`config.mk`:
```
export PLATFORM = sky130hd
export DESIGN_NAME = hp_l2_trigger
export DESIGN_NICKNAME = d
export VERILOG_FILES = /design/src/rtl/hp_l2_pkg.sv /design/src/rtl/hp_run_scan.sv /design/src/rtl/hp_line_step.sv /design/src/rtl/hp_l2_trigger.sv
export SDC_FILE = /design/constraint.sdc
export NUM_CORES = 1
export LEC_CHECK = 0
export BUFFER_PORTS_ARGS = -buffer_cell sky130_fd_sc_hd__buf_2
export CORE_MARGIN = 4
export CORE_UTILIZATION = 45
export DETAILED_ROUTE_END_ITERATION = 16
export GPL_ROUTABILITY_DRIVEN = 0
export PLACE_DENSITY = 0.63
export SLEW_MARGIN = 5
export SYNTH_ARGS = -nofsm -noshare
export SYNTH_HDL_FRONTEND = slang
export SYNTH_SLANG_ARGS = --single-unit
```
`constraint.sdc`:
```
create_clock -name clk -period 6.1 [get_ports clk]
set_input_delay 0.61 -clock clk [delete_from_list [all_inputs] [get_ports clk]]
set_output_delay 0.61 -clock clk [all_outputs]
set_load 0.01 [all_outputs]
```
`src/rtl/hp_l2_pkg.sv`:
```
// Shared types for the level-2 hit-pattern trigger.
// Assumes: one-hot state encoding is wanted for shallow next-state decode.
package hp_l2_pkg;

    typedef enum logic [4:0] {
        ST_IDLE = 5'b00001,
        ST_CONT = 5'b00010,
        ST_ORIG = 5'b00100,
        ST_LINE = 5'b01000,
        ST_DONE = 5'b10000
    } hp_state_e;

endpackage

```
`src/rtl/hp_run_scan.sv`:
```
// Row-major scanner for track blocks. It takes one block per enabled cycle.
// It tracks the longest horizontal run, which restarts at every row end.
// It also records the first and last set block, and counts set blocks up to a limit of 2.
// Assumes: the caller presents blocks in row-major order and pulses clear at the start of an event.
module hp_run_scan #(
    parameter int COLS = 16,
    parameter int ROWS = 8,
    localparam int CW = $clog2(COLS),
    localparam int RW = $clog2(ROWS),
    localparam int NW = $clog2(COLS + 1)
) (
    input  logic          clk,
    input  logic          rst_n,
    input  logic          clear,
    input  logic          en,
    input  logic          bit_in,
    input  logic          row_end,
    input  logic [RW-1:0] row,
    input  logic [CW-1:0] col,
    output logic [NW-1:0] max_run,
    output logic [1:0]    blk_cnt,
    output logic [RW-1:0] first_row,
    output logic [CW-1:0] first_col,
    output logic [RW-1:0] last_row,
    output logic [CW-1:0] last_col
);

    logic [NW-1:0] cur_q;
    logic [NW-1:0] cur_inc;

    // Length of the current run if this block extends it.
    assign cur_inc = cur_q + 1'b1;

    // Run, extreme and count bookkeeping, one block per enabled cycle.
    always_ff @(posedge clk) begin
        if (!rst_n || clear) begin
            cur_q     <= '0;
            max_run   <= '0;
            blk_cnt   <= '0;
            first_row <= '0;
            first_col <= '0;
            last_row  <= '0;
            last_col  <= '0;
        end else if (en) begin
            if (bit_in) begin
                if (cur_inc > max_run) begin
                    max_run <= cur_inc;
                end
                cur_q <= row_end ? '0 : cur_inc;
                if (blk_cnt == 2'd0) begin
                    first_row <= row;
                    first_col <= col;
                end
                last_row <= row;
                last_col <= col;
                if (blk_cnt != 2'd2) begin
                    blk_cnt <= blk_cnt + 2'd1;
                end
            end else begin
                cur_q <= '0;
            end
        end
    end

    // A run can never be longer than one row.
    assert_run_bound_R6: assert property (@(posedge clk) disable iff (!rst_n)
        en |=> (max_run <= NW'(COLS)));

endmodule

```
`src/rtl/hp_line_step.sv`:
```
// Integer line stepper. It walks from a start block to an end block, one grid point per step.
// It latches a hit flag when a point other than the end point falls on a set bit of the map.
// Assumes: load happens one cycle before the first step, and the end point differs from the start point.
module hp_line_step #(
    parameter int COLS = 16,
    parameter int ROWS = 8,
    localparam int CW = $clog2(COLS),
    localparam int RW = $clog2(ROWS),
    localparam int N  = COLS * ROWS,
    localparam int IW = $clog2(N),
    localparam int DW = ((CW > RW) ? CW : RW) + 3
) (
    input  logic          clk,
    input  logic          rst_n,
    input  logic          load,
    input  logic          step,
    input  logic [CW-1:0] x0,
    input  logic [RW-1:0] y0,
    input  logic [CW-1:0] x1,
    input  logic [RW-1:0] y1,
    input  logic [N-1:0]  map,
    output logic          hit,
    output logic          last_step
);

    logic signed [DW-1:0] x_q, y_q, ex_q, ey_q, dx_q, dy_q, err_q;
    logic                 sx_neg_q, sy_neg_q;
    logic signed [DW-1:0] lx0, ly0, lx1, ly1, ldx, ldy;
    logic signed [DW-1:0] e2, nx, ny, nerr;
    logic [IW-1:0]        nidx;

    // Widen the endpoint coordinates to signed values.
    assign lx0 = $signed({{(DW-CW){1'b0}}, x0});
    assign ly0 = $signed({{(DW-RW){1'b0}}, y0});
    assign lx1 = $signed({{(DW-CW){1'b0}}, x1});
    assign ly1 = $signed({{(DW-RW){1'b0}}, y1});
    assign ldx = (lx1 >= lx0) ? (lx1 - lx0) : (lx0 - lx1);
    assign ldy = (ly1 >= ly0) ? (ly0 - ly1) : (ly1 - ly0);

    // Next point and error term for one step.
    always_comb begin
        e2   = err_q <<< 1;
        nx   = x_q;
        ny   = y_q;
        nerr = err_q;
        if (e2 >= dy_q) begin
            nerr = nerr + dy_q;
            nx   = sx_neg_q ? (x_q - 1'b1) : (x_q + 1'b1);
        end
        if (e2 <= dx_q) begin
            nerr = nerr + dx_q;
            ny   = sy_neg_q ? (y_q - 1'b1) : (y_q + 1'b1);
        end
    end

    // Map index of the next point and detection of the end point.
    assign nidx      = IW'(ny[RW-1:0]) * IW'(COLS) + IW'(nx[CW-1:0]);
    assign last_step = (nx == ex_q) && (ny == ey_q);

    // Stepper registers: set up on load, advance on step.
    always_ff @(posedge clk) begin
        if (!rst_n) begin
            x_q <= '0; y_q <= '0; ex_q <= '0; ey_q <= '0;
            dx_q <= '0; dy_q <= '0; err_q <= '0;
            sx_neg_q <= 1'b0; sy_neg_q <= 1'b0;
            hit <= 1'b0;
        end else if (load) begin
            x_q      <= lx0;
            y_q      <= ly0;
            ex_q     <= lx1;
            ey_q     <= ly1;
            dx_q     <= ldx;
            dy_q     <= ldy;
            err_q    <= ldx + ldy;
            sx_neg_q <= (lx1 < lx0);
            sy_neg_q <= (ly1 < ly0);
            hit      <= 1'b0;
        end else if (step) begin
            x_q   <= nx;
            y_q   <= ny;
            err_q <= nerr;
            if (!last_step && map[nidx]) begin
                hit <= 1'b1;
            end
        end
    end

    // Every step keeps the point inside the grid.
    assert_step_in_grid_R7: assert property (@(posedge clk) disable iff (!rst_n)
        step |-> (nx >= 0 && nx < COLS && ny >= 0 && ny < ROWS));

endmodule

```
`src/rtl/hp_l2_trigger.sv`:
```
// Level-2 hit-pattern trigger top.
// It captures the block bitmap on a level-1 accept and scans the track blocks for the run test.
// It then scans the beam row and, when needed, traces a line between the extreme track blocks.
// Assumes: COLS and ROWS are at least 2, and beam_row is below ROWS.
module hp_l2_trigger
    import hp_l2_pkg::*;
#(
    parameter int COLS = 16,
    parameter int ROWS = 8,
    localparam int CW = $clog2(COLS),
    localparam int RW = $clog2(ROWS),
    localparam int NW = $clog2(COLS + 1),
    localparam int N  = COLS * ROWS,
    localparam int IW = $clog2(N)
) (
    input  logic          clk,
    input  logic          rst_n,
    input  logic          l1_accept,
    input  logic [N-1:0]  hit_map,
    input  logic [RW-1:0] beam_row,
    input  logic [NW-1:0] min_run,
    output logic          busy,
    output logic          done,
    output logic          accept,
    output logic          overrun
);

    hp_state_e     state_q;
    logic [N-1:0]  snap_q;
    logic [N-1:0]  track_map;
    logic [RW-1:0] beam_q;
    logic [NW-1:0] minrun_q;
    logic [RW-1:0] row_q;
    logic [CW-1:0] col_q;
    logic [1:0]    beam_cnt_q, beam_cnt_nxt;
    logic          start, row_end, cont_bit, orig_bit, go_line;
    logic [NW-1:0] max_run;
    logic [1:0]    blk_cnt;
    logic [RW-1:0] first_row, last_row;
    logic [CW-1:0] first_col, last_col;
    logic          line_hit, line_last;

    assign busy     = (state_q != ST_IDLE);
    assign done     = (state_q == ST_DONE);
    assign start    = (state_q == ST_IDLE) && l1_accept;
    assign row_end  = (col_q == CW'(COLS - 1));
    assign cont_bit = track_map[IW'(row_q) * IW'(COLS) + IW'(col_q)];
    assign orig_bit = snap_q[IW'(beam_q) * IW'(COLS) + IW'(col_q)];

    // Track map: the captured bitmap with the beam row blanked, built row by row.
    for (genvar r = 0; r < ROWS; r++) begin : g_track_row
        assign track_map[r*COLS +: COLS] = (beam_q == RW'(r)) ? '0 : snap_q[r*COLS +: COLS];
    end

    // Beam-row occupancy including the block scanned this cycle, limited to 2.
    assign beam_cnt_nxt = (orig_bit && beam_cnt_q != 2'd2) ? beam_cnt_q + 2'd1 : beam_cnt_q;

    // A line trace is needed only when the other tests leave the verdict open.
    assign go_line = (state_q == ST_ORIG) && row_end && (beam_cnt_nxt == 2'd1)
                     && (max_run < minrun_q) && (blk_cnt == 2'd2);

    hp_run_scan #(.COLS(COLS), .ROWS(ROWS)) u_scan (
        .clk       (clk),
        .rst_n     (rst_n),
        .clear     (start),
        .en        (state_q == ST_CONT),
        .bit_in    (cont_bit),
        .row_end   (row_end),
        .row       (row_q),
        .col       (col_q),
        .max_run   (max_run),
        .blk_cnt   (blk_cnt),
        .first_row (first_row),
        .first_col (first_col),
        .last_row  (last_row),
        .last_col  (last_col)
    );

    hp_line_step #(.COLS(COLS), .ROWS(ROWS)) u_line (
        .clk       (clk),
        .rst_n     (rst_n),
        .load      (go_line),
        .step      (state_q == ST_LINE),
        .x0        (first_col),
        .y0        (first_row),
        .x1        (last_col),
        .y1        (last_row),
        .map       (track_map),
        .hit       (line_hit),
        .last_step (line_last)
    );

    // Sequencer: capture, continuity scan, beam-row scan, line trace, verdict.
    always_ff @(posedge clk) begin
        if (!rst_n) begin
            state_q    <= ST_IDLE;
            snap_q     <= '0;
            beam_q     <= '0;
            minrun_q   <= '0;
            row_q      <= '0;
            col_q      <= '0;
            beam_cnt_q <= '0;
            accept     <= 1'b0;
        end else begin
            unique case (state_q)
                ST_IDLE: begin
                    if (l1_accept) begin
                        snap_q     <= hit_map;
                        beam_q     <= beam_row;
                        minrun_q   <= min_run;
                        row_q      <= '0;
                        col_q      <= '0;
                        beam_cnt_q <= '0;
                        accept     <= 1'b0;
                        state_q    <= ST_CONT;
                    end
                end
                ST_CONT: begin
                    if (row_end) begin
                        col_q <= '0;
                        if (row_q == RW'(ROWS - 1)) begin
                            state_q <= ST_ORIG;
                        end else begin
                            row_q <= row_q + 1'b1;
                        end
                    end else begin
                        col_q <= col_q + 1'b1;
                    end
                end
                ST_ORIG: begin
                    beam_cnt_q <= beam_cnt_nxt;
                    col_q      <= col_q + 1'b1;
                    if (row_end) begin
                        if (go_line) begin
                            state_q <= ST_LINE;
                        end else begin
                            state_q <= ST_DONE;
                            if (beam_cnt_nxt == 2'd0) begin
                                accept <= 1'b1;
                            end else if (beam_cnt_nxt == 2'd2) begin
                                accept <= 1'b0;
                            end else begin
                                accept <= (max_run >= minrun_q);
                            end
                        end
                    end
                end
                ST_LINE: begin
                    if (line_last) begin
                        accept  <= line_hit;
                        state_q <= ST_DONE;
                    end
                end
                ST_DONE: begin
                    state_q <= ST_IDLE;
                end
                default: begin
                    state_q <= ST_IDLE;
                end
            endcase
        end
    end

    // Sticky flag for start pulses that arrive while an evaluation is running.
    always_ff @(posedge clk) begin
        if (!rst_n) begin
            overrun <= 1'b0;
        end else if (l1_accept && busy) begin
            overrun <= 1'b1;
        end
    end

    assert_onehot_state_R2: assert property (@(posedge clk) disable iff (!rst_n)
        $onehot0(state_q) && state_q != 5'b00000);
    assert_start_busy_R2: assert property (@(posedge clk) disable iff (!rst_n)
        (!busy && l1_accept) |=> (busy && !accept));
    assert_done_pulse_R3: assert property (@(posedge clk) disable iff (!rst_n)
        done |=> !done);
    assert_accept_hold_R3: assert property (@(posedge clk) disable iff (!rst_n)
        (!busy && !l1_accept) |=> $stable(accept));
    assert_beam_empty_R4: assert property (@(posedge clk) disable iff (!rst_n)
        (done && beam_cnt_q == 2'd0) |-> accept);
    assert_beam_multi_R5: assert property (@(posedge clk) disable iff (!rst_n)
        (done && beam_cnt_q == 2'd2) |-> !accept);
    assert_overrun_sticky_R8: assert property (@(posedge clk) disable iff (!rst_n)
        overrun |=> overrun);
    assert_overrun_set_R8: assert property (@(posedge clk) disable iff (!rst_n)
        (busy && l1_accept) |=> overrun);

endmodule

```
Word level (Yosys, flattened, before mapping)
Cells that the tools add are included.
{ "op_classes": {"add_sub_neg": 19, "magnitude_cmp": 12, "n_eq_ne": 29, "mux": 54, "bitwise": 1, "reduce_logical": 32} }
{ "op_table": {"columns": ["operator", "n"], "rows": [
  ["$mux W16", 8],
  ["$mux W7", 10],
  ["$mux W5", 8],
  ["$lt A7 B8 Y1 const B", 3],
  ["$add A7 B4 Y7", 3],
  ["$add A7 B7 Y7", 3],
  ["$bmux W1 S7", 3],
  ["$pmux W5 S4", 1],
  ["$ne A2 B2 Y1 const B", 9],
  ["$mux W4", 4],
  ["$eq A3 B3 Y1 const B", 5],
  ["$mux W3", 5],
  ["$add A7 B1 Y7 const B", 2],
  ["$sub A7 B1 Y7 const B", 2],
  ["$pmux W4 S3", 1],
  ["$reduce_and A2 Y1", 5],
  ["$reduce_and A5 Y1", 2],
  ["$sub A4 B4 Y5", 2],
  ["$logic_and A1 B1 Y1", 9],
  ["$mux W1", 9],
  ["$reduce_and A3 Y1", 3],
  ["$sub A3 B3 Y4", 2],
  ["$eq A7 B4 Y1", 1],
  ["$eq A7 B5 Y1", 1],
  ["other kinds (37)", 46]
]} }
{ "word_totals": {"reg_bits": 223, "in_bits": 139, "out_inout_bits": 4} }

Depth between registers and ports, before layout
Gate-level depths: netlist of run 1.
{ "depth": {"ltp_word": 12, "depth_mapped": 21} }

Cells and area by module
Synthesis of run 1 repeated with hierarchy kept, for this count alone.
{ "hier_totals": {"cells_unflattened": 1866, "hier_area_um2": 15341.0} }
{ "modules_own_cells": {"columns": ["mod", "instances", "cells_each", "area_each_um2", "seq_area_each_um2"], "rows": [
  ["hp_l2_trigger", 1, 993, 7963.9, 3042.9],
  ["hp_line_step", 1, 732, 6216.0, 780.7],
  ["hp_run_scan", 1, 141, 1161.1, 520.5]
]} }

Worst setup path after synthesis of run 1
No wires, ideal clock.
{ "synth_path": {"kind": "reg-to-reg", "from": "register u_line.dy_q[5]", "to": "register u_line.err_q[5]", "setup_time_ps": 122, "t_arrival_ps": 3853, "required_ps": 5978, "slack_ps": 2125, "stages_incl_launch_ff": 21, "period_less_slack_ps": 3975, "path_cell_list": "dfxtp_1 -> inv_1 -> ha_1 -> a21oi_1 -> o211ai_1 -> o21ai_2 -> buf_2 -> clkbuf_1 -> clkbuf_1 -> nand2_1 -> o21ai_0 -> ha_1 -> a21o_1 -> a21oi_1 -> o21bai_1 -> a21oi_1 -> xnor2_1 -> a21oi_1 -> o21ai_0 -> nand4_1 -> o311a_1"} }
{ "synth_via": {"elab_chain_cells": 6, "word_cells_on_any_way": 7} }
{ "synth_lines": {"columns": ["item", "line", "source"], "rows": [
  ["start, declared", "hp_line_step.sv:26", "logic signed [DW-1:0] x_q, y_q, ex_q, ey_q, dx_q, dy_q, err_q;"],
  ["start signal, assigned", "hp_line_step.sv:73", "dy_q <= ldy;"],
  ["$add A7 B7 Y7 / $ge A7 B7 Y1 (equally long branches)", "hp_line_step.sv:47, hp_line_step.sv:46", null],
  ["$mux W7 *", "hp_line_step.sv:46", "if (e2 >= dy_q) begin"],
  ["$add A7 B7 Y7", "hp_line_step.sv:51", "nerr = nerr + dx_q;"],
  ["$mux W7 *", "hp_line_step.sv:50", "if (e2 <= dx_q) begin"],
  ["$mux W7 *", "hp_line_step.sv:78", "end else if (step) begin"],
  ["$mux W7 *", "hp_line_step.sv:67", "end else if (load) begin"],
  ["end signal, assigned", "hp_line_step.sv:74", "err_q <= ldx + ldy;"],
  ["end signal, assigned", "hp_line_step.sv:81", "err_q <= nerr;"],
  ["end, declared", "hp_line_step.sv:26", null]
]} }
Every way passes the cells marked *; elsewhere a longest branch is shown, timed or not. The select of a mux whose other input is x is not followed.
A chain may end at the register's enable or synchronous reset.

Worst setup path after layout of run 1
{ "layout_path": {"from": "register u_line.dy_q[5]", "to": "register u_line.hit"} }
{ "layout_via": {"elab_chain_cells": 7, "word_cells_on_any_way": 10} }
{ "layout_lines": {"columns": ["item", "line", "source"], "rows": [
  ["$ge A7 B7 Y1 *", "hp_line_step.sv:46", null],
  ["$mux W7 *", "hp_line_step.sv:46", null],
  ["$add A7 B4 Y7 / $eq A7 B5 Y1 (equally long branches)", "hp_line_step.sv:57, hp_line_step.sv:58", null],
  ["$bmux W1 S7 / $logic_and A1 B1 Y1 (equally long branches)", "hp_line_step.sv:82, hp_line_step.sv:58", null],
  ["$mux W1 (not written as such) / $logic_not A1 Y1 (equally long branches)", "hp_line_step.sv:82", "if (!last_step && map[nidx]) begin"],
  ["$logic_and A1 B1 Y1 *", "hp_line_step.sv:82", null],
  ["$reduce_and A2 Y1 (no line) *", null, null],
  ["end signal, assigned", "hp_line_step.sv:66", "hit <= 1'b0;"],
  ["end signal, assigned", "hp_line_step.sv:77", "hit <= 1'b0;"],
  ["end signal, assigned", "hp_line_step.sv:83", "hit <= 1'b1;"],
  ["end, declared", "hp_line_step.sv:22", "output logic hit,"]
]} }
Marked as above.

==> run_results.csv, run 1 <==
group,metric,value,unit
layout,drive_above_1_share,15.07,%
setup_path,path_cells,"inv_1 > ha_1 > nand4_1 > a21o_1 > a21oi_4 > buf_4 > mux2i_1 > nor2_1 > a311o_1 > a221oi_1 > nor4_1 > o31ai_1 > nor3b_1",
global_route,grt_pass1_wl,66.32,mm
die,initial_core_util,45.66,%
clocking,worstSkewPairLatency,0.54,ns
synth,synth-seq-cells,217,
timing,final_max_slew_viol_count,0,
layout,utilization,50.82,%
routing,drtIter0Drc,922,
synth,synthArstFlopShare,0,%
clocking,cts_hold_buf,0,
global_route,grt_max_degree,99,
power_and_ir_drop,cellLeakagePower,0.006479,uW
timing,setup_viol,0,
setup_path,critPathKind,"register to register",
timing,worstMarginPinSlew,1.195,ns
clocking,path_clk_slew,0.06,ns
hold_path,hp-class,"primary input to register",
synth,synth_top_area_share,30.15,%
setup_path,critPathBufInv,2,
global_route,grt.total_usage,22.85,%
die,dieHeight,186.9,um
timing,post-route-period-util,70.38,%
clocking,htreeDepth,1,
routing,viasPerCell,5.816,
setup_path,required,6.55,ns
routing,num_vias,12837,
synth,synth_area_leaders,"dfxtp_1 (30%), nand2_1 (9.4%), a21boi_0 (7.5%), mux2i_1 (6.3%), ha_1 (5.9%)",
clocking,ctsLongestPathBuffers,3,
die,num_io_pins,143,
placement,dp_slack,1.896,ns
global_route,overflow,0,
setup_path,crit_family,"compound AO/OA/AOI/OAI gates",
power_and_ir_drop,power_density,217.5,nW/um2
synth,synth_area_per_cell,8.377,um2
layout,syn2layout_area_growth,11.29,%
timing,fin_crit,4.293,ns
synth,yosysWarnings,0,
synth,yosysTopAreaCell,"dfxtp_1",
synth,syn_nets,1937,
timing,clock.fmax,232.9,MHz
clocking,cts_resized,0,
die,design.core.area,31560,um2
job,cap_violations,0,
clocking,cts_sinks,217,
setup_path,cp-start-kind,"register",
clocking,cts_root_buf,"clkbuf_16",
timing,slew_headroom,19.94,%
die,die_w,186.9,um
routing,drtAntennaViolNets,0,
global_route,first_global_vias,12379,
routing,wire_per_inst,19.00,um
timing,fin_tns_setup,0,ns
placement,hpwlAfterDp,30.81,mm
timing,rsz0062_at_grt,"false",
timing,clock_skew,0.01384,ns
routing,first_pass_iters,5,
die,die_area,34950,um2
setup_path,critPathMaxStageDelay,0.94,ns
synth,synth_cells,1720,
routing,drc_errors,0,
routing,routed_wl,41.92,mm
synth,synth_edf_count,0,
synth,seq_area_frac_synth,30.15,%
setup_path,slowest_stage,"mux2i_1",
timing,finalHoldViolCount,0,
setup_path,r2r_setup_slack,1.81,ns
setup_path,arrival,4.74,ns
synth,synth_cell_types,87,
placement,io_buffers,142,
setup_path,cp-end-kind,"register",
synth,synth-main-ff-cell,"dfxtp_1",
die,rows,65,
power_and_ir_drop,peakVddDrop,0.0001979,V
layout,antennaDiodeCount,0,
global_route,antenna_found_initial,0,
setup_path,crit_fanout,9,
clocking,post_cts_buffers,0,
clocking,cts_buffers,25,
status,status,"finished, final reports clean",
timing,fin_ws,1.807,ns
synth,syn_area,14410,um2
clocking,cts_tree,"done",
layout,layout.nets,2005,
## cells by family after synthesis
family | after synthesis | synth area share, %
compound gates | 421 | 20.88
xor+xnor | 42 | 2.553
fa+ha+maj | 78 | 7.294
buf+inv | 183 | 5.653
flops | 217 | 30.15
mux | 145 | 13.64
simple gates | 634 | 19.82
## cells in the mapped netlist, drive strengths merged, types with 7 or more instances
cell       n
dfxtp    217
inv       67
nand2b    12
nand3     28
nor3b      7
ha        68
o211ai    13
o311ai     7
mux4      38
nand2    363
and3       8
a211oi    26
nor3      21
mux2i     91
a21boi   144
nand4      9
or3        7
buf       32
a31oi     11
o211a      8
mux2      16
nor2b     36
xor2      18
fa        10
nor4      12
clkbuf    83
a21o       9
a21oi     58
nand3b     7
and2      10
xnor2     24
o22ai     19
o2111ai    7
o21a      11
o21ai     42
nor2      92
## layout by cell type, fill, tap and decap left out, types with 13 or more instances in the layout
cell type	count
o21ai_0	38
nor3_1	21
nand2_1	361
a21oi_1	57
nand3_1	27
buf_4	15
ha_1	68
xor2_1	18
o211ai_1	13
nor2_1	91
a21boi_0	143
nor2b_1	36
mux2i_1	91
o22ai_1	19
inv_1	67
dfxtp_1	214
clkbuf_16	25
buf_2	141
mux2_2	15
mux4_2	34
xnor2_1	23
a211oi_1	25
## area by class of cell
type / count / area [um2]
fillers: 3064 / 15520
inverters: 67 / 251.5
clock inverters: 8 / 78.83
flip-flops and latches: 217 / 4348
clock buffers: 36 / 716.9
repair buffers: 157 / 838.3
well taps: 402 / 503.0
multi-input cells: 1320 / 9299
## final timing paths
check	endpoint	cells after the start	start
max	u_line.hit$_SDFFE_PP0P_	13	u_line.dy_q[5]$_SDFFE_PN0P_
min	snap_q[109]$_SDFFE_PN0P_	3	hit_map[109]
max reg2reg	u_line.hit$_SDFFE_PP0P_	13	u_line.dy_q[5]$_SDFFE_PN0P_
min reg2reg	minrun_q[2]$_SDFFE_PN0P_	2	minrun_q[2]$_SDFFE_PN0P_
## per-stage QoR
step           total power [uW]  cells  hold WS, ns  instance area, um2
4_1_cts                    3517   2207       0.3130               16040
6_report                   3488   2207       0.3185               16040
3_5_place_dp               2055   2163       0.4630               15240
2_1_floorplan              1904   1720       0.4435               14410
5_1_grt                    3644   2207       0.3227               16040
3_3_place_gp               2047   2163       0.4546               15240
## flip-flops by register name, indices dropped and copies added (netlist names), 3 cells and up
register          count
u_scan.cur_q          5
u_scan.first_col      4
u_scan.max_run        5
state_q               5
col_q                 4
u_line.ex_q           4
u_scan.first_row      3
u_line.x_q            7
u_line.y_q            7
snap_q              128
row_q                 3
u_line.dx_q           5
u_scan.last_col       4
u_line.ey_q           3
minrun_q              5
beam_q                3
u_line.err_q          6
u_line.dy_q           4
u_scan.last_row       3
## power by group
| group | internal, uW | leakage (uW) | switching, uW |
|---|---|---|---|
| clock | 859 | 0.000396 | 604 |
| sequential | 1490 | 0.00177 | 103 |
| combinational | 200 | 0.00431 | 230 |
| total | 2550 | 0.00648 | 937 |
## worst min-delay path, stage by stage
cell	delay (ns)
buf_2	0.09
nand2_1	0.04
a21boi_0	0.06
## per-layer routing
metal | global-route usage (%) | vias up | share of wire [%]
met5 | 0 | - | 0
met2 | 39.16 | 429 | 47
met1 | 29.76 | 6045 | 43
met4 | 7.907 | 0 | 3.8
li1 | - | 6248 | -
met3 | 3.080 | 115 | 5.5
Note: power is estimated with default switching activity, not from simulation.
==> inputs of run 2 (changes only) <==
==> constraint.sdc (replaced) <==
create_clock -name clk -period 4.5 [get_ports clk]
set_input_delay 0.45 -clock clk [delete_from_list [all_inputs] [get_ports clk]]
set_output_delay 0.45 -clock clk [all_outputs]
set_load 0.01 [all_outputs]
==> run_results.csv, run 2 (synthesized netlist as in run 1, its figures left out) <==
group,metric,value,unit
die,die_area,34950,um2
routing,routed_wl,43.36,mm
power_and_ir_drop,power_density,297.5,nW/um2
setup_path,critPathMaxStageDelay,0.84,ns
timing,rsz0062_at_grt,"false",
clocking,post_cts_buffers,0,
routing,first_pass_iters,6,
timing,clock.fmax,254.6,MHz
routing,drtIter0Drc,1041,
timing,setup_viol,0,
power_and_ir_drop,cellLeakagePower,0.006582,uW
global_route,overflow,0,
die,num_io_pins,143,
routing,num_vias,12948,
clocking,ctsLongestPathBuffers,3,
layout,utilization,51.46,%
job,cap_violations,0,
global_route,grt.total_usage,23.82,%
timing,post-route-period-util,87.28,%
clocking,cts_root_buf,"clkbuf_16",
placement,hpwlAfterDp,32.52,mm
clocking,htreeDepth,1,
layout,fillers,3033,
timing,slew_headroom,29.69,%
setup_path,critPathKind,"register to register",
layout,fin_cells,2227,
clocking,cts_hold_buf,0,
placement,io_buffers,142,
timing,clock_skew,0.01149,ns
clocking,path_clk_slew,0.06,ns
setup_path,cp-end-kind,"register",
layout,layout.nets,2027,
routing,viasPerCell,5.814,
setup_path,crit_fanout,17,
clocking,cts_buffers,25,
setup_path,path_cells,"inv_1 > ha_1 > a21oi_1 > o211ai_1 > o21ai_4 > xnor2_2 > buf_4 > mux2_2 > nand3_1 > o311ai_0 > o41ai_1 > a2bb2oi_1 > nor3b_1",
timing,whs,0.1714,ns
global_route,antenna_found_initial,0,
routing,drtAntennaViolNets,0,
hold_path,hp-class,"primary input to register",
setup_path,slowest_stage,"xnor2_2",
timing,fin_crit,3.928,ns
clocking,worstSkewPairLatency,0.52,ns
layout,largest_reg_flops,128,
power_and_ir_drop,peakVddDrop,0.0002148,V
clocking,cts_tree,"done",
setup_path,required,4.90,ns
layout,reg_top3,"snap_q: 128 flops, u_line.x_q: 7 flops, u_line.y_q: 7 flops",
die,rows,65,
layout,antennaDiodeCount,0,
routing,drc_errors,0,
timing,final_max_slew_viol_count,0,
timing,fin_tns_setup,0,ns
layout,layout_common_cells,"nand2_1 (361), dfxtp_1 (214), a21boi_0 (143)",
clocking,cts_sinks,217,
die,design.core.area,31560,um2
timing,worstMarginPinSlew,1.050,ns
die,dieHeight,186.9,um
layout,drive_above_1_share,16.11,%
routing,wire_per_inst,19.47,um
setup_path,cp-start-kind,"register",
timing,finalHoldViolCount,0,
layout,regMostFlops,"snap_q",
die,die_w,186.9,um
global_route,first_global_vias,12837,
global_route,grt_max_degree,93,
placement,placedCellCount,2185,
status,status,"finished, final reports clean",
clocking,cts_resized,0,
layout,layout_commonest_cell,"nand2_1",
global_route,grt_pass1_wl,68.98,mm
die,initial_core_util,45.66,%
layout,syn2layout_area_growth,12.69,%
setup_path,arrival,4.33,ns
-- run 2: per-layer routing --
metal  track usage [%]  share of wire, %
met1             29.95                42
met2             40.42                47
met3             4.255               6.6
met4             10.01               4.3
met5                 0                 0
-- run 2: where the power goes --
group	leakage, uW	internal, uW	total [uW]	switching, uW
logic	0.00441	276	609	333
clock network	0.000399	1270	2070	803
registers	0.00177	2020	2150	131
total	0.00658	3560	4830	1270
-- run 2: layout make-up --
cell class | count | area, um2 | area share, %
inverters | 67 | 251.5 | 1.549
clock inverters | 8 | 122.6 | 0.7552
flip-flops and latches | 217 | 4348 | 26.78
clock buffers | 34 | 709.4 | 4.369
multi-input cells | 1320 | 9299 | 57.27
repair buffers | 179 | 1003 | 6.180
well taps | 402 | 503.0 | 3.098
-- run 2: final timing paths --
| check | slack, ns | depth (start not counted) | start | endpoint |
|---|---|---|---|---|
| max | 0.57 | 13 | u_line.dy_q[5]$_SDFFE_PN0P_ | u_line.hit$_SDFFE_PP0P_ |
| min | 0.17 | 3 | hit_map[90] | snap_q[90]$_SDFFE_PN0P_ |
| max reg2reg | 0.57 | 13 | u_line.dy_q[5]$_SDFFE_PN0P_ | u_line.hit$_SDFFE_PP0P_ |
| min reg2reg | 0.47 | 2 | minrun_q[2]$_SDFFE_PN0P_ | minrun_q[2]$_SDFFE_PN0P_ |
-- run 2: worst max-delay path, delay by kind of cell (launching register included) --
family                     cells  cell delay (ns)
DFF                            1             0.38
adders and majority gates      1             0.38
and+or+nand+nor                2             0.15
AOI/OAI and AO/OA              6             1.30
muxes                          1             0.35
buffers and inverters          2             0.40
xor gates and xnor gates       1             0.84
-- run 2: metrics by stage --
step                      setup WS [ns]  total power (uW)  area (um2)
after global placement           0.7816              2790       15400
after floorplan                  0.5249              2581       14410
after CTS                        0.6275              4884       16240
after global routing             0.3212              5029       16240
final                            0.5724              4831       16240
after detailed placement         0.6406              2800       15400
==> inputs of run 3 (changes only) <==
--- a/config.mk
+++ b/config.mk
@@ -8,9 +8,10 @@
 export BUFFER_PORTS_ARGS = -buffer_cell sky130_fd_sc_hd__buf_2
 export CORE_MARGIN = 4
 export CORE_UTILIZATION = 45
+export CTS_CLUSTER_SIZE = 24
 export DETAILED_ROUTE_END_ITERATION = 16
 export GPL_ROUTABILITY_DRIVEN = 0
-export PLACE_DENSITY = 0.63
+export PLACE_DENSITY = 0.66
 export SLEW_MARGIN = 5
 export SYNTH_ARGS = -nofsm -noshare
 export SYNTH_HDL_FRONTEND = slang
==> constraint.sdc (replaced) <==
create_clock -name clk -period 3.4 [get_ports clk]
set_input_delay 0.34 -clock clk [delete_from_list [all_inputs] [get_ports clk]]
set_output_delay 0.34 -clock clk [all_outputs]
set_load 0.01 [all_outputs]
==> run_results.csv, run 3 (synthesized netlist as in run 1, its figures left out) <==
group,metric,value,unit
die,num_io_pins,143,
setup_path,path_cells,"inv_2 > ha_4 > a21oi_2 > o211ai_1 > o21ai_4 > buf_4 > buf_12 > xnor2_4 > buf_12 > buf_4 > mux2_2 > a21oi_1 > o311ai_0 > nor4_1 > o31ai_1 > nor3b_2",
timing,slew_headroom,30.69,%
timing,fin_crit,3.272,ns
power_and_ir_drop,peakVddDrop,0.0003122,V
die,design.core.area,31560,um2
setup_path,required,3.81,ns
clocking,htreeDepth,1,
layout,drive_above_1_share,20.60,%
clocking,cts_sinks,217,
routing,routed_wl,43.39,mm
setup_path,crit_family,"compound AO/OA/AOI/OAI gates",
global_route,use_met1,30.33,%
setup_path,critPathBufInv,5,
placement,hpwlAfterDp,32.85,mm
global_route,first_global_vias,13203,
layout,largest_reg_flops,128,
layout,fin_cells,2295,
clocking,ctsLongestPathBuffers,3,
global_route,grt_util_met2,40.34,%
clocking,path_clk_slew,0.06,ns
setup_path,cp-end-kind,"register",
layout,layout_common_cells,"nand2_1 (360), dfxtp_1 (210), a21boi_0 (143)",
layout,multiInputGateArea,9434,um2
die,die_w,186.9,um
setup_path,cp-start-kind,"register",
timing,clock.fmax,305.7,MHz
global_route,grtUsageMet3,3.415,%
layout,layout.nets,2092,
timing,final_max_slew_viol_count,0,
job,cap_violations,0,
routing,wire_per_inst,18.90,um
power_and_ir_drop,cellLeakagePower,0.006982,uW
layout,reg_top3,"snap_q: 128 flops, u_line.x_q: 7 flops, u_line.y_q: 7 flops",
layout,area.sequential,4355,um2
global_route,antenna_found_initial,0,
routing,drtAntennaViolNets,0,
clocking,cts_tree,"done",
global_route,grt_pass1_wl,69.32,mm
layout,utilization,53.85,%
die,dieHeight,186.9,um
placement,placedCellCount,2241,
routing,first_pass_iters,5,
status,status,"finished, final reports clean",
hold_path,hp-class,"primary input to register",
setup_path,crit_fanout,14,
timing,clock_skew,0.01028,ns
layout,regMostFlops,"snap_q",
die,rows,65,
die,initial_core_util,45.66,%
setup_path,critPathKind,"register to register",
clocking,worstSkewPairLatency,0.53,ns
routing,drc_errors,0,
global_route,grt_max_degree,95,
clocking,cts_buffers,24,
setup_path,slowest_stage,"dfxtp_2",
layout,syn2layout_area_growth,17.93,%
placement,io_buffers,142,
global_route,overflow,0,
setup_path,critPathMaxStageDelay,0.33,ns
global_route,grt.total_usage,23.80,%
timing,worstMarginPinSlew,1.037,ns
routing,viasPerCell,5.788,
die,die_area,34950,um2
timing,post-route-period-util,96.22,%
global_route,top_usage_layer,"met2",
timing,whs,0.05715,ns
layout,fillers,2950,
clocking,cts_root_buf,"clkbuf_16",
setup_path,arrival,3.68,ns
routing,drtIter0Drc,1034,
layout,layout_commonest_cell,"nand2_1",
routing,num_vias,13284,
layout,antennaDiodeCount,0,
timing,setup_viol,0,
power_and_ir_drop,power_density,375.8,nW/um2
timing,finalHoldViolCount,0,
## run 3: repair_timing
item / in CTS / in global routing
setup endpoints to repair: 2 / 43
hold buffers: 0 / 0
pin swaps: 1 / 12
gates resized for setup: 2 / 30
setup buffers: 1 / 9
gates cloned: 0 / 0
endpoints found under the hold margin: 0 / 0
## run 3: final cells by class
class	count	area share [%]
Inverter	67	1.480
Clock buffer	31	3.866
Multi-Input combinational cell	1320	55.52
Sequential cell	217	25.63
Clock inverter	13	0.9940
Tap cell	402	2.960
Timing Repair Buffer	245	9.550
## run 3: worst register-to-register path: cells and delay by family, from the launching register on
kind | cells | cell delay (ns)
compound gates | 6 | 0.89
buf+inv | 5 | 0.69
simple gates | 2 | 0.45
flops | 1 | 0.33
mux | 1 | 0.32
fa+ha+maj | 1 | 0.30
xor+xnor | 1 | 0.19
## run 3: power breakdown
part / switching, uW / total (uW) / leakage [uW] / internal (uW)
sequential: 154 / 2830 / 0.00177 / 2680
combinational: 459 / 850 / 0.00481 / 392
clock: 1100 / 2710 / 0.000404 / 1610
total: 1710 / 6390 / 0.00698 / 4670
## run 3: routing by layer
metal  vias to the layer above  share of wire, %
li1                       6427                 -
met1                      6251                43
met2                       474                47
met3                       132               5.8
met4                         0               4.5
met5                         -                 0
## run 3: stage by stage
stage	instance area, um2	total power (uW)	worst slack, ns	TNS (ns)
floorplan	14470	3416	-0.01848	-0.01848
detailed placement	15940	3724	-0.1172	-0.1172
CTS	16800	6434	0.009293	0
finish	16990	6386	0.1284	0
global placement	15940	3704	-0.06182	-0.06182
global route	16990	6655	-0.01700	-0.02883
## run 3: path summary, 6_finish.rpt
path | slack [ns] | end | from | cells after the start
worst max register to register | 0.13 | u_line.hit$_SDFFE_PP0P_ | u_line.dy_q[5]$_SDFFE_PN0P_ | 16
worst min-delay path | 0.06 | snap_q[41]$_SDFFE_PN0P_ | hit_map[41] | 3
worst max-delay path | 0.13 | u_line.hit$_SDFFE_PP0P_ | u_line.dy_q[5]$_SDFFE_PN0P_ | 16
worst min register to register | 0.46 | minrun_q[1]$_SDFFE_PN0P_ | minrun_q[1]$_SDFFE_PN0P_ | 2
